$ cat config.mk
export PLATFORM = sky130hd
export DESIGN_NAME = dram_bringup_seq
export DESIGN_NICKNAME = d
export VERILOG_FILES = /design/src/rtl/dseq_pkg.sv /design/src/rtl/dseq_deadline.sv /design/src/rtl/dseq_outdec.sv /design/src/rtl/dram_bringup_seq.sv
export SDC_FILE = /design/constraint.sdc
export NUM_CORES = 1
export LEC_CHECK = 0
export ABC_AREA = 0
export CAP_MARGIN = 0
export CORE_UTILIZATION = 50
export CTS_BUF_LIST = sky130_fd_sc_hd__clkbuf_8 sky130_fd_sc_hd__clkbuf_16
export CTS_CLUSTER_SIZE = 40
export DETAILED_ROUTE_END_ITERATION = 10
export HOLD_SLACK_MARGIN = 0.15
export MAX_ROUTING_LAYER = met4
export PLACE_DENSITY = 0.76
export SLEW_MARGIN = 10
export SYNTH_ARGS = -nofsm -noshare
export SYNTH_HDL_FRONTEND = slang
export SYNTH_SLANG_ARGS = --single-unit
$ cat constraint.sdc
create_clock -name clk -period 2.9 [get_ports clk]
set_clock_uncertainty 0.2 [all_clocks]
set_input_delay 0.58 -clock clk [delete_from_list [all_inputs] [get_ports clk]]
set_output_delay 0.58 -clock clk [all_outputs]
set_load 0.005 [all_outputs]
$ cat src/rtl/dseq_pkg.sv
`timescale 1ns/1ps
package dseq_pkg;

    localparam int unsigned CMD_W = 5;
    localparam int unsigned ERR_W = 3;

    localparam logic [CMD_W-1:0] CMD_SELF_REFRESH_EXIT = 5'h12;
    localparam logic [CMD_W-1:0] CMD_REFRESH           = 5'h13;

    typedef enum logic [4:0] {
        S_IDLE,
        S_CLK_OFF,
        S_RST_A,
        S_RST_B,
        S_CFG,
        S_CLK_ON,
        S_CKE,
        S_INIT1_GO,
        S_INIT1_WAIT,
        S_MR,
        S_INIT2_GO,
        S_INIT2_WAIT,
        S_PAD_GO,
        S_PAD_WAIT,
        S_SRX_GO,
        S_SRX_WAIT,
        S_REF_GO,
        S_REF_WAIT,
        S_DONE,
        S_FAIL
    } seq_state_e;

    // Identifies which wait stalled; 0 means no stall.
    function automatic logic [ERR_W-1:0] stall_code(input seq_state_e s);
        case (s)
            S_INIT1_WAIT: stall_code = 3'd1;
            S_INIT2_WAIT: stall_code = 3'd2;
            S_PAD_WAIT:   stall_code = 3'd3;
            S_SRX_WAIT:   stall_code = 3'd4;
            S_REF_WAIT:   stall_code = 3'd5;
            default:      stall_code = 3'd0;
        endcase
    endfunction

endpackage

$ cat src/rtl/dseq_deadline.sv
`timescale 1ns/1ps
module dseq_deadline #(
    parameter int unsigned CNT_W = 20
) (
    input  logic             clk,
    input  logic             rst_n,
    input  logic             enter,
    input  logic             timed,
    input  logic             us_tick,
    input  logic [CNT_W-1:0] limit,
    output logic             expire
);

    logic [CNT_W-1:0] cnt_q;

    // Tick count since the current state was entered.
    always_ff @(posedge clk) begin
        if (!rst_n) begin
            cnt_q <= '0;
        end else if (enter) begin
            cnt_q <= '0;
        end else if (timed && us_tick) begin
            cnt_q <= cnt_q + 1'b1;
        end
    end

    assign expire = timed && us_tick && (cnt_q == limit - 1'b1);

    // inside a timed state the count never reaches its limit
    assert_cnt_bound_R8: assert property (@(posedge clk) disable iff (!rst_n)
        timed |-> (cnt_q < limit));

endmodule

$ cat src/rtl/dseq_outdec.sv
`timescale 1ns/1ps
module dseq_outdec
    import dseq_pkg::*;
(
    input  seq_state_e       state,
    input  logic             rst_first,
    output logic             dram_rst,
    output logic             dclk_en,
    output logic             cfg_wr,
    output logic             cke_wr,
    output logic             init_wr,
    output logic             mr_wr,
    output logic             pad_rel_wr,
    output logic             cmd_wr,
    output logic [CMD_W-1:0] cmd_code,
    output logic             done,
    output logic             timeout
);

    always_comb begin
        dram_rst   = ~rst_first;
        dclk_en    = 1'b1;
        cfg_wr     = 1'b0;
        cke_wr     = 1'b0;
        init_wr    = 1'b0;
        mr_wr      = 1'b0;
        pad_rel_wr = 1'b0;
        cmd_wr     = 1'b0;
        cmd_code   = '0;
        done       = 1'b0;
        timeout    = 1'b0;
        unique case (state)
            S_IDLE, S_CLK_OFF, S_RST_B: dclk_en = 1'b0;
            S_RST_A: begin
                dclk_en  = 1'b0;
                dram_rst = rst_first;
            end
            S_CFG: begin
                dclk_en = 1'b0;
                cfg_wr  = 1'b1;
            end
            S_CKE:                    cke_wr     = 1'b1;
            S_INIT1_GO, S_INIT2_GO:   init_wr    = 1'b1;
            S_MR:                     mr_wr      = 1'b1;
            S_PAD_GO:                 pad_rel_wr = 1'b1;
            S_SRX_GO: begin
                cmd_wr   = 1'b1;
                cmd_code = CMD_SELF_REFRESH_EXIT;
            end
            S_REF_GO: begin
                cmd_wr   = 1'b1;
                cmd_code = CMD_REFRESH;
            end
            S_DONE: done = 1'b1;
            S_FAIL: begin
                dclk_en = 1'b0;
                timeout = 1'b1;
            end
            default: ;
        endcase
    end

endmodule

$ cat src/rtl/dram_bringup_seq.sv
`timescale 1ns/1ps
module dram_bringup_seq
    import dseq_pkg::*;
#(
    parameter int unsigned TMO_US  = 1000000,
    parameter int unsigned RST_US  = 2,
    parameter int unsigned CKE_W   = 17,
    parameter int unsigned CKE_DLY = 'h1FFFF,
    parameter int unsigned REV_W   = 2
) (
    input  logic             clk,
    input  logic             rst_n,
    input  logic             start,
    input  logic             resume,
    input  logic [REV_W-1:0] chip_rev,
    input  logic             us_tick,
    input  logic             init_busy,
    input  logic             pad_busy,
    input  logic             cmd_busy,
    output logic             dram_rst,
    output logic             dclk_en,
    output logic             cfg_wr,
    output logic             cke_wr,
    output logic [CKE_W-1:0] cke_val,
    output logic             init_wr,
    output logic             mr_wr,
    output logic             pad_rel_wr,
    output logic             cmd_wr,
    output logic [CMD_W-1:0] cmd_code,
    output logic             done,
    output logic             timeout,
    output logic [ERR_W-1:0] err_code
);

    localparam int unsigned MAX_US = (TMO_US > RST_US) ? TMO_US : RST_US;
    localparam int unsigned CNT_W  = $clog2(MAX_US + 1);

    seq_state_e       state_q, state_n;
    logic             rst_first_q;
    logic             resume_q;
    logic [ERR_W-1:0] err_q;
    logic             accept;
    logic             enter;
    logic             timed;
    logic             expire;
    logic [CNT_W-1:0] limit;

    assign accept = start && (state_q inside {S_IDLE, S_DONE, S_FAIL});
    assign enter  = (state_n != state_q);
    assign timed  = state_q inside {S_RST_A, S_RST_B, S_INIT1_WAIT, S_INIT2_WAIT,
                                    S_PAD_WAIT, S_SRX_WAIT, S_REF_WAIT};
    assign limit  = (state_q inside {S_RST_A, S_RST_B}) ? CNT_W'(RST_US) : CNT_W'(TMO_US);

    dseq_deadline #(.CNT_W(CNT_W)) u_deadline (
        .clk     (clk),
        .rst_n   (rst_n),
        .enter   (enter),
        .timed   (timed),
        .us_tick (us_tick),
        .limit   (limit),
        .expire  (expire)
    );

    // Next-state selection; completion is tested before the deadline.
    always_comb begin
        state_n = state_q;
        unique case (state_q)
            S_IDLE, S_DONE, S_FAIL: if (start) state_n = S_CLK_OFF;
            S_CLK_OFF:   state_n = S_RST_A;
            S_RST_A:     if (expire) state_n = S_RST_B;
            S_RST_B:     if (expire) state_n = S_CFG;
            S_CFG:       state_n = S_CLK_ON;
            S_CLK_ON:    state_n = S_CKE;
            S_CKE:       state_n = S_INIT1_GO;
            S_INIT1_GO:  state_n = S_INIT1_WAIT;
            S_INIT1_WAIT: begin
                if (!init_busy)  state_n = S_MR;
                else if (expire) state_n = S_FAIL;
            end
            S_MR:        state_n = S_INIT2_GO;
            S_INIT2_GO:  state_n = S_INIT2_WAIT;
            S_INIT2_WAIT: begin
                if (!init_busy)  state_n = resume_q ? S_PAD_GO : S_REF_GO;
                else if (expire) state_n = S_FAIL;
            end
            S_PAD_GO:    state_n = S_PAD_WAIT;
            S_PAD_WAIT: begin
                if (!pad_busy)   state_n = S_SRX_GO;
                else if (expire) state_n = S_FAIL;
            end
            S_SRX_GO:    state_n = S_SRX_WAIT;
            S_SRX_WAIT: begin
                if (!cmd_busy)   state_n = S_REF_GO;
                else if (expire) state_n = S_FAIL;
            end
            S_REF_GO:    state_n = S_REF_WAIT;
            S_REF_WAIT: begin
                if (!cmd_busy)   state_n = S_DONE;
                else if (expire) state_n = S_FAIL;
            end
            default:     state_n = S_IDLE;
        endcase
    end

    // State register and run-scoped latches.
    always_ff @(posedge clk) begin
        if (!rst_n) begin
            state_q     <= S_IDLE;
            rst_first_q <= 1'b0;
            resume_q    <= 1'b0;
            err_q       <= '0;
        end else begin
            state_q <= state_n;
            if (accept) begin
                rst_first_q <= (chip_rev != '0);
                resume_q    <= resume;
                err_q       <= '0;
            end else if (state_n == S_FAIL && state_q != S_FAIL) begin
                err_q <= stall_code(state_q);
            end
        end
    end

    dseq_outdec u_outdec (
        .state      (state_q),
        .rst_first  (rst_first_q),
        .dram_rst   (dram_rst),
        .dclk_en    (dclk_en),
        .cfg_wr     (cfg_wr),
        .cke_wr     (cke_wr),
        .init_wr    (init_wr),
        .mr_wr      (mr_wr),
        .pad_rel_wr (pad_rel_wr),
        .cmd_wr     (cmd_wr),
        .cmd_code   (cmd_code),
        .done       (done),
        .timeout    (timeout)
    );

    assign cke_val  = CKE_W'(CKE_DLY);
    assign err_code = err_q;

    assert_one_strobe_R11: assert property (@(posedge clk) disable iff (!rst_n)
        $countones({cfg_wr, cke_wr, init_wr, mr_wr, pad_rel_wr, cmd_wr}) <= 1);

    assert_cmd_idle_R11: assert property (@(posedge clk) disable iff (!rst_n)
        !cmd_wr |-> (cmd_code == '0));

    assert_done_hold_R7: assert property (@(posedge clk) disable iff (!rst_n)
        (done && !start) |=> done);

    assert_fail_hold_R9: assert property (@(posedge clk) disable iff (!rst_n)
        (timeout && !start) |=> (timeout && $stable(err_code)));

    assert_clk_gated_cfg_R3: assert property (@(posedge clk) disable iff (!rst_n)
        cfg_wr |-> !dclk_en);

    assert_mr_after_init_R5: assert property (@(posedge clk) disable iff (!rst_n)
        mr_wr |-> $past(!init_busy));

endmodule

After elaboration in Yosys (flattened, before gate mapping)
Cells that the tools add are included.
{ "word_totals": {"reg_bits": 30, "latch_bits": 0, "mem_bits_rw": 0, "mem_bits_ro": 0, "out_inout_bits": 35, "elab_cells": 71, "mem_count": 0} }
{ "op_classes": {"add_sub_neg": 2, "mul": 0, "div_mod_pow": 0, "order_cmp": 0, "eq_ne": 23, "shift": 0, "mux": 24, "n_bitwise": 2, "n_reduce_logical": 15} }
{ "op_table": {"columns": ["cell", "n"], "rows": [
  ["$pmux W5 S18", 1],
  ["$mux W5", 10],
  ["$eq A5 B4 Y1 const B", 8],
  ["$eq A5 B5 Y1 const B", 5],
  ["$add A20 B1 Y20 const B", 1],
  ["$eq A20 B20 Y1", 1],
  ["$eq A5 B3 Y1 const B", 4],
  ["$mux W20", 1],
  ["$sub A20 B1 Y20 const B", 1],
  ["$pmux W3 S5", 1],
  ["$eq A5 B2 Y1 const B", 2],
  ["$mux W1", 10],
  ["$pmux W5 S2", 1],
  ["$reduce_or A2 Y1", 4],
  ["$reduce_bool A7 Y1", 1],
  ["$reduce_or A6 Y1", 1],
  ["$eq A5 B1 Y1 const B", 1],
  ["$logic_not A5 Y1", 1],
  ["$ne A5 B5 Y1", 1],
  ["$ne A5 B5 Y1 const B", 1],
  ["$logic_and A1 B1 Y1", 4],
  ["$reduce_bool A2 Y1", 2],
  ["$reduce_bool A3 Y1", 1],
  ["$reduce_or A3 Y1", 1],
  ["$not A1 Y1", 2]
]} }

Longest topological paths before layout
Gate-level depths: netlist (run 1).
{ "logic_depth": {"word_depth": 11, "ltp_mapped": 10, "mapped_depth_nobuf": 7} }

Modules after synthesis
Synthesis (run 1) repeated with hierarchy kept, for this count alone.
{ "hier_totals": {"hier_cells": 393, "area_unflattened_um2": 3027.9} }
{ "modules_own_cells": {"columns": ["module", "n_inst", "cells_each", "area_per_inst_um2"], "rows": [
  ["dseq_deadline", 1, 195, 1527.7],
  ["dram_bringup_seq", 1, 168, 1307.5],
  ["dseq_outdec", 1, 30, 192.7]
]} }

Worst setup path before layout (run 1)
OpenSTA, ideal clock, no wires.
{ "synth_path": {"path_kind": "register to register", "from": "register state_q[1]", "to": "register u_deadline.cnt_q[0]", "setup_time_ns": 0.088, "arrival_time_ns": 2.403, "path_slack_ns": 0.210, "stages_incl_launch_ff": 10, "period_less_slack_ns": 2.690, "cell_sequence": "dfxtp_1 > buf_6 > nor4b_4 > or4_4 > a2111oi_4 > nand3_1 > a31o_4 > xnor2_2 > buf_6 > nor4_2"} }
{ "synth_between": {"elab_chain_cells": 11} }
{ "synth_rtl": {"columns": ["item", "line_no", "text"], "rows": [
  ["from (decl)", "dram_bringup_seq.sv:38", "seq_state_e state_q, state_n;"],
  ["from (signal assigned)", "dram_bringup_seq.sv:113", "state_q <= state_n;"],
  ["$eq A5 B2 Y1", "dram_bringup_seq.sv:50, dram_bringup_seq.sv:52, dram_bringup_seq.sv:67", null],
  ["$reduce_bool A2 Y1", "dram_bringup_seq.sv:52", "assign limit = (state_q inside {S_RST_A, S_RST_B}) ? CNT_W'(RST_US) : CNT_W'(TMO_US);"],
  ["$mux W20", "dram_bringup_seq.sv:52", null],
  ["$sub A20 B1 Y20", "dseq_deadline.sv:27", "assign expire = timed && us_tick && (cnt_q == limit - 1'b1);"],
  ["$eq A20 B20 Y1", "dseq_deadline.sv:27", null],
  ["$logic_and A1 B1 Y1", "dseq_deadline.sv:27", null],
  ["$mux W5", null, null],
  ["$mux W5, on equally long branches", null, null],
  ["$pmux W5 S18", "dram_bringup_seq.sv:67", "unique case (state_q)"],
  ["$ne A5 B5 Y1", "dram_bringup_seq.sv:49", "assign enter = (state_n != state_q);"],
  ["$reduce_or A2 Y1 (no source line)", null, null],
  ["to (signal assigned)", "dseq_deadline.sv:23", "cnt_q <= cnt_q + 1'b1;"],
  ["to (decl)", "dseq_deadline.sv:14", "logic [CNT_W-1:0] cnt_q;"]
]} }
Several ways; a longest one is shown, not always the timed one.
A chain may end at the register's enable or synchronous reset.

Worst setup path after layout (run 1)
{ "layout_path": {"from": "input init_busy", "to": "register err_q[1], in the netlist err_code[1]"} }
{ "layout_between": {"elab_chain_cells": 4} }
{ "layout_rtl": {"columns": ["item", "line_no", "text"], "rows": [
  ["from (decl)", "dram_bringup_seq.sv:17", "input logic init_busy,"],
  ["$mux W5, on equally long branches", "dram_bringup_seq.sv:83, dram_bringup_seq.sv:77", null],
  ["$pmux W5 S18 (*)", "dram_bringup_seq.sv:67", null],
  ["$eq A5 B5 Y1 (*)", "dram_bringup_seq.sv:118", "end else if (state_n == S_FAIL && state_q != S_FAIL) begin"],
  ["$logic_and A1 B1 Y1 (*)", "dram_bringup_seq.sv:118", null],
  ["to (signal assigned)", "dram_bringup_seq.sv:119", "err_q <= stall_code(state_q);"],
  ["to (decl)", "dram_bringup_seq.sv:41", "logic [ERR_W-1:0] err_q;"]
]} }
Mark *: on every way between the ends. The rest lies on a longest branch, timed or not.

==> results of run 1 <==
[metal layers]
| metal | up-vias | share of wire (%) | global-route usage, % |
|---|---|---|---|
| li1 | 1163 | - | - |
| met1 | 1186 | 43 | 35.80 |
| met2 | 122 | 47 | 39.30 |
| met3 | 13 | 8.6 | 8.840 |
| met4 | 0 | 1.7 | 9.804 |
| met5 | - | 0 | - |
[placed cells by master, fill, tap and decap left out, drive strengths merged, types with 3 or more instances in the layout]
cell and instances:
buf 40, nor2 16, a211oi 3, nand3 16
a21oi 7, nand2 22, nor2b 3, nor4b 3
o22ai 3, mux2i 6, or4 4, dfxtp 30
o31ai 3, a31oi 5, clkdlybuf4s50 25, and2 6
nand2b 8, and4 4, xnor2 6, o21ai 5
inv 7, clkbuf 9, or3 4, xor2 16
nor3 14, nand4 9, conb 19, nor4 23
nand3b 3
[cell families (layout without fill, tap and decap cells)]
family | count (synthesis) | in the layout
other cells | 2 | 19
fa+ha+maj | 1 | 1
compound gates | 48 | 48
simple gates | 142 | 142
buf+inv | 49 | 81
xor+xnor | 22 | 22
mux | 6 | 6
flops | 30 | 30
[worst paths after layout]
check	slack, ns	endpoint
worst min-delay path	0.28	err_code[0]$_SDFFE_PP0P_
worst max register to register	0.08	u_deadline.cnt_q[18]$_SDFFE_PP0P_
worst max-delay path	0.06	err_code[1]$_SDFFE_PP0P_
worst min register to register	0.28	err_code[0]$_SDFFE_PP0P_
[power breakdown]
part | switching (mW) | internal, mW | total [mW]
clock network | 0.160 | 0.239 | 0.399
registers | 0.00853 | 0.418 | 0.427
logic | 0.170 | 0.132 | 0.302
[stage by stage]
stage / utilization (%) / setup TNS [ns] / cell area [um^2] / worst slack (ns) / power [mW]
final: 67.76 / 0 / 3243 / 0.05761 / 1.128
after global routing: 67.76 / -0.2209 / 3243 / -0.02398 / 1.174
after CTS: 65.31 / 0 / 3126 / 0.01301 / 1.085
after detailed placement: 62.98 / -1.074 / 3014 / -0.3168 / 0.6886
after global placement: 62.98 / -0.8552 / 3014 / -0.2647 / 0.6861
after floorplan: - / 0 / 2594 / 0.2096 / 0.6235
[critical path: stages]
cell	delay (ns)
clkdlybuf4s50_1	0.47
or4b_2	0.60
a21boi_2	0.16
a221o_1	0.14
a31oi_2	0.10
or3_1	0.38
nand4bb_4	0.24
mux2i_1	0.15
[area by class of cell]
class	instances	area share, %
clock buffers	8	3.395
inverters	7	0.8102
multi-input cells	238	54.40
flip-flops and latches	30	18.63
well taps	67	2.585
repair buffers	66	20.18
[registers in the layout, summed over array words and instances, names as in the netlist]
register and flops:
rst_first_q 1, u_deadline.cnt_q 20, resume_q 1, state_q 5
err_code 3
[what timing repair did]
action,CTS,global route
buffers inserted,0,3
gates resized for setup,2,9
gates cloned,0,2
endpoints found under the setup margin,5,26
pin swaps,0,6
==> results.yml, run 1 <==
critical_path:
  startpoint_type: "primary input"
  reg2regPathDepth: 10
  crit_path_max_fanout: 3
  critPathKind: "in -> reg"
  cp.required_ns: 2.88
  crit_path_end_kind: "register"
  r2r_start: "state_q[2]$_SDFF_PN0_"
  arrival_ns: 2.82
  worst_setup_path_startpoint: "init_busy"
clock_network:
  cts_buffer_depth: 2
  htreeDepth: 2
  clock_sinks: 30
  ctsHoldBuffers: 0
  clk_latency_ns: 0.30
  cts_inserted_buffers: 5
  cts_tree: "yes"
  cts-root-buf: "clkbuf_8"
  clk_pin_slew_ns: 0.06
place:
  place_inst: 403
  gp_congestion: 0.9426
  portBuffers: 25
  hpwl_um: 4828
floorplan:
  core_mm2: 0.004786
  pin_count: 45
  start_util_pct: 52.86
  die-area_mm2: 0.005348
  dieHeight_um: 73.13
  die_x_um: 73.13
  rows: 25
cells_and_area:
  nets: 359
  antennaDiodeCount: 0
  seq_area_um2: 604.3
  area_growth_pct: 28.19
  drive_gt1_share_pct: 26.07
  n_fill_cell: 396
  multi_input_area_mm2: 0.001764
  final_cell_count_no_fill: 416
pwr:
  ir_drop_mv: 0.2636
  p_leak_nw: 1.180
  power.density_mw_per_mm2: 347.8
routing:
  routedWlPerCell_um: 16.67
  drtIter0Drc: 240
  first_pass_iters: 5
  avgViaCountPerCell: 5.971
  drcViolationCount: 0
  vias: 2484
  drt-total-wl_um: 6935
  ant_nets: 0
timing:
  max_freq_ghz: 0.3518
  max_slew_margin_pct: 49.16
  setup_violations: 0
  worst_hold_slack_ns: 0.2808
  drv_slew: 0
  hold_violations: 0
  period_share_pct: 98.01
  period_needed_ns: 2.842
  worst_slew_pin_slew_ns: 0.7530
logic_synthesis:
  async_flop_share_pct: 0
  yosysSeqAreaShare_pct: 23.74
  synth_compound_area_share_pct: 15.28
  syn_area_mm2: 0.002530
  synth_edf_count: 0
  synth_cell_types: 64
  synth.largest_area_cell: "dfxtp_1"
  yosys_most_used_dff: "dfxtp_1"
  yosys.area_share.simple_pct: 38.38
  synthMuxAreaShare_pct: 2.374
  synth_top_family_by_area: "simple AND/OR/NAND/NOR gates"
  synth_area_leaders: "dfxtp_1 (24%), nor4_2 (9.9%), buf_4 (6.2%)"
  synth_xor_area_share_pct: 7.913
  ys_top_cells_by_count: "dfxtp_1 (30), nand2_1 (22), buf_4 (21)"
  ys_seq_elements: 30
  synth.most_common_cell: "dfxtp_1"
  ys_warn_count: 0
  synthCells: 300
  avgSynthCellArea_um2: 8.433
  synth_fa_ha_area_share_pct: 0.4946
  yosysTopAreaCellShare_pct: 23.74
run:
  cap_viol_max_count: 0
global_routing:
  gr-total-overflow: 0
  track_usage_pct: 27.41
  grt_max_degree: 23
  grt_pass1_wl_um: 10800
  grt_pass1_vias: 2239
  antenna_found_initial: 0
min_path:
  hold_depth: 2
  hp-start: "err_code[0]$_SDFFE_PP0P_"
  hold_class: "reg -> reg"
status:
  run_status: "completed"
Power figures use the tool's default switching activity.
==> run 2, diff against run 1 <==
Settings changed: CORE_MARGIN set to 1.5.
==> results.yml, run 2 (synthesis gave the netlist of run 1 again) <==
status:
  run_status: "completed"
critical_path:
  startpoint_type: "register"
  cp.required_ns: 2.12
  arrival_ns: 2.04
  critPathKind: "reg -> out"
  crit_path_max_fanout: 25
  reg2regPathDepth: 9
  crit_path_end_kind: "output port"
floorplan:
  die_x_um: 74.13
  die-area_mm2: 0.005495
  rows: 25
  core_mm2: 0.004786
  start_util_pct: 52.86
  dieHeight_um: 74.13
  pin_count: 45
cells_and_area:
  multi_input_area_mm2: 0.001769
  n_fill_cell: 414
  regMostFlops: "u_deadline.cnt_q"
  final_cell_mix: "dfxtp_1 (28), buf_4 (27), clkdlybuf4s50_1 (25)"
  nets: 351
  antennaDiodeCount: 0
  largest_register_ffs: 20
  seq_area_um2: 603.1
  final_util_pct: 65.96
  layout_commonest_cell: "dfxtp_1"
  area_growth_pct: 24.78
  drive_gt1_share_pct: 24.63
clock_network:
  clk_latency_ns: 0.28
  htreeDepth: 2
  ctsHoldBuffers: 0
  cts_inserted_buffers: 5
  cts_buffer_depth: 2
  clock_sinks: 30
  cts_tree: "yes"
  clk_pin_slew_ns: 0.06
  cts-root-buf: "clkbuf_8"
place:
  gp_congestion: 0.9113
  portBuffers: 25
  hpwl_um: 4491
global_routing:
  use_met1_pct: 34.57
  antenna_found_initial: 0
  grt_pass1_vias: 2136
  grt_pass1_wl_um: 10290
  met2_usage_pct: 35.42
  grt_max_degree: 26
  met3_usage_pct: 6.775
  grt.busiest_layer: "met2"
  gr-total-overflow: 0
  track_usage_pct: 25.02
routing:
  avgViaCountPerCell: 5.875
  first_pass_iters: 5
  drcViolationCount: 0
  vias: 2397
  drt-total-wl_um: 6562
  ant_nets: 0
  routedWlPerCell_um: 16.08
  drtIter0Drc: 134
min_path:
  hold_depth: 2
  hold_class: "reg -> reg"
timing:
  period_share_pct: 97.19
  period_needed_ns: 2.819
  max_freq_ghz: 0.3548
  hold_violations: 0
  setup_violations: 0
  worst_hold_slack_ns: 0.2781
  rsz0062_at_grt: "yes"
  drv_slew: 0
pwr:
  power.density_mw_per_mm2: 342.0
  ir_drop_mv: 0.2533
  p_leak_nw: 1.140
  switching_share_pct: 31.30
  p_clk_share_pct: 32.2
  intPower_mw: 0.7417
  power.total_mw: 1.080
  p_seq_share_pct: 39.5
  net-switching-power_mw: 0.3379
  p_comb_share_pct: 28.4
run:
  cap_viol_max_count: 0
==> run 2: timing repair <==
| action | CTS | global route |
|---|---|---|
| gates resized for setup | 0 | 12 |
| endpoints found under the setup margin | 0 | 16 |
| setup buffers | 0 | 1 |
==> run 2: worst paths after layout <==
kind | startpoint | end | slack, ns
max | state_q[3]$_SDFF_PN0_ | pad_rel_wr | 0.08
min | err_code[0]$_SDFFE_PP0P_ | err_code[0]$_SDFFE_PP0P_ | 0.28
max reg2reg | state_q[3]$_SDFF_PN0_ | u_deadline.cnt_q[19]$_SDFFE_PP0P_ | 0.10
min reg2reg | err_code[0]$_SDFFE_PP0P_ | err_code[0]$_SDFFE_PP0P_ | 0.28
==> run 2: power groups by stage <==
stage	clock network [mW]	logic (mW)	registers, mW
6_report	0.347	0.306	0.426
5_1_grt	0.370	0.324	0.427
4_1_cts	0.354	0.251	0.425
3_5_place_dp	0	0.250	0.434
3_3_place_gp	0	0.248	0.435
2_1_floorplan	0	0.192	0.431
==> run 2: layout make-up <==
cell class	instances	area share [%]
multi-input cells	238	56.04
clock buffers	6	2.616
repair buffers	58	18.47
well taps	67	2.656
inverters	7	0.8323
flip-flops and latches	30	19.10
clock inverters	2	0.2774
==> run 2: worst max-delay path, cell delays in order (launching register included) <==
cell and delay, ns:
dfxtp_2 0.37, buf_12 0.18, or3b_2 0.53, nor2_1 0.14
clkdlybuf4s50_1 0.53
==> run 2: metal layers <==
metal	part of all wire, %	up-vias	routed length (um)
met1	45	1147	2976
met3	7.9	7	520
met4	0.96	0	63
met2	46	100	3002
met5	0	-	0
li1	-	1143	-
==> run 2: per-stage QoR <==
stage / setup WS [ns] / TNS (ns) / cell area [um^2] / std cells
floorplan: 0.2096 / 0 / 2594 / 317
global placement: -0.2463 / -0.7310 / 2944 / 397
detailed placement: -0.2952 / -0.9282 / 2944 / 397
CTS: 0.005327 / 0 / 3035 / 405
global route: -0.04152 / -0.2523 / 3157 / 408
finish: 0.08136 / 0 / 3157 / 408
==> run 3, diff against run 2 <==
--- a/config.mk
+++ b/config.mk
@@ -9,5 +9,5 @@
 export CAP_MARGIN = 0
 export CORE_MARGIN = 1.5
-export CORE_UTILIZATION = 50
+export CORE_UTILIZATION = 53
 export CTS_BUF_LIST = sky130_fd_sc_hd__clkbuf_8 sky130_fd_sc_hd__clkbuf_16
 export CTS_CLUSTER_SIZE = 40
@@ -15,5 +15,5 @@
 export HOLD_SLACK_MARGIN = 0.15
 export MAX_ROUTING_LAYER = met4
-export PLACE_DENSITY = 0.76
+export PLACE_DENSITY = 0.8
 export SLEW_MARGIN = 10
 export SYNTH_ARGS = -nofsm -noshare
==> constraint.sdc (replaced) <==
create_clock -name clk -period 2.9 [get_ports clk]
set_clock_uncertainty 0.2 [all_clocks]
set_input_delay 0.435 -clock clk [delete_from_list [all_inputs] [get_ports clk]]
set_output_delay 0.435 -clock clk [all_outputs]
set_load 0.005 [all_outputs]
==> results.yml, run 3 (synthesis gave the netlist of run 1 again) <==
floorplan:
  start_util_pct: 56.54
  pin_count: 45
  die_x_um: 72.09
  dieHeight_um: 72.09
  die-area_mm2: 0.005197
  core_mm2: 0.004474
  rows: 24
cells_and_area:
  area_growth_pct: 18.89
  design_area_mm2: 0.003008
  final_cell_mix: "dfxtp_1 (30), clkdlybuf4s50_1 (25), nand2_1 (22)"
  drive_gt1_share_pct: 20.66
  regMostFlops: "u_deadline.cnt_q"
  final_util_pct: 67.23
  largest_register_ffs: 20
  nets: 345
  antennaDiodeCount: 0
  layout_commonest_cell: "dfxtp_1"
  final_cell_count_no_fill: 386
critical_path:
  crit_path_end_kind: "register"
  startpoint_type: "primary input"
  crit_path_max_fanout: 3
  path_cells: "clkdlybuf4s50_1 -> or4b_2 -> a21boi_0 -> a221o_1 -> a31oi_1 -> or3_1 -> nand4bb_4 -> mux2i_1"
  crit_slowest_cell: "or4b_2"
  crit_path_max_incr_delay_ns: 0.57
  critPathKind: "in -> reg"
  cp.required_ns: 2.87
  arrival_ns: 2.73
global_routing:
  gr-total-overflow: 0
  grt_pass1_wl_um: 10340
  grt_pass1_vias: 2167
  track_usage_pct: 26.19
  grt_max_degree: 26
  antenna_found_initial: 0
min_path:
  hold_class: "reg -> reg"
timing:
  period_needed_ns: 2.760
  max_freq_ghz: 0.3623
  hold_violations: 0
  drv_slew: 0
  period_share_pct: 95.17
  setup_violations: 0
place:
  place_area_mm2: 0.002920
  place_inst: 378
  hpwl_um: 4604
  gp_congestion: 0.9981
  portBuffers: 25
pwr:
  power.density_mw_per_mm2: 328.0
  ir_drop_mv: 0.2766
  p_leak_nw: 1.088
clock_network:
  cts_inserted_buffers: 5
  clk_latency_ns: 0.29
  htreeDepth: 2
  clock_sinks: 30
  cts_buffer_depth: 2
  cts_tree: "yes"
  clk_pin_slew_ns: 0.06
  ctsHoldBuffers: 0
  cts-root-buf: "clkbuf_8"
routing:
  drcViolationCount: 0
  avgViaCountPerCell: 6.091
  first_pass_iters: 5
  drt-total-wl_um: 6248
  ant_nets: 0
  routedWlPerCell_um: 16.19
  vias: 2351
  drtIter0Drc: 199
status:
  run_status: "completed"
run:
  cap_viol_max_count: 0
run 3: critical path: cells and delay by family:
kind	cells	cell delay (ns)
compound gates	3	0.51
mux	1	0.14
buf+inv	1	0.47
simple gates	3	1.19
run 3: cell type report:
class                      count  area [um^2]
timing repair buffer          52        531.8
clock inverter                 2        7.507
tap                           52        65.06
inverter                       7        26.28
fill                         363         1466
clock buffer                   5        68.82
sequential                    30        600.6
multi-input combinational    238         1708
run 3: path summary, 6_finish.rpt:
| kind | startpoint | to | slack, ns | depth (start not counted) |
|---|---|---|---|---|
| worst max-delay path | init_busy | err_code[1]$_SDFFE_PP0P_ | 0.14 | 8 |
| worst min-delay path | err_code[2]$_SDFFE_PP0P_ | err_code[2]$_SDFFE_PP0P_ | 0.28 | 2 |
| worst max register to register | state_q[4]$_SDFF_PN0_ | u_deadline.cnt_q[0]$_SDFFE_PP0P_ | 0.14 | 9 |
| worst min register to register | err_code[2]$_SDFFE_PP0P_ | err_code[2]$_SDFFE_PP0P_ | 0.28 | 2 |
run 3: per-stage QoR:
step	power, mW	setup TNS (ns)	hold slack, ns	setup WS, ns
final	0.9866	0	0.2771	0.1401
after global routing	1.024	-0.02810	0.3093	-0.01128
after CTS	0.9870	0	0.2781	0.08078
after detailed placement	0.6846	-0.4985	0.2674	-0.1707
after global placement	0.6813	-0.3915	0.2564	-0.1326
after floorplan	0.6235	0	0.2545	0.2096
run 3: timing repair:
action,CTS,global route
resized for setup,0,1
setup endpoints to repair,0,12
setup buffers,0,1
run 3: metal layers:
metal,share of wire (%),vias to the layer above,global-route usage [%]
met5,0,-,-
met4,1.3,0,9.853
met3,8.1,10,5.694
met2,44,107,37.76
met1,46,1100,35.92
li1,-,1134,-
run 3: power by group:
group	leakage, nW	switching (mW)	internal, mW
clock	0.0466	0.150	0.157
sequential	0.242	0.00731	0.418
combinational	0.799	0.150	0.103
total	1.09	0.308	0.679
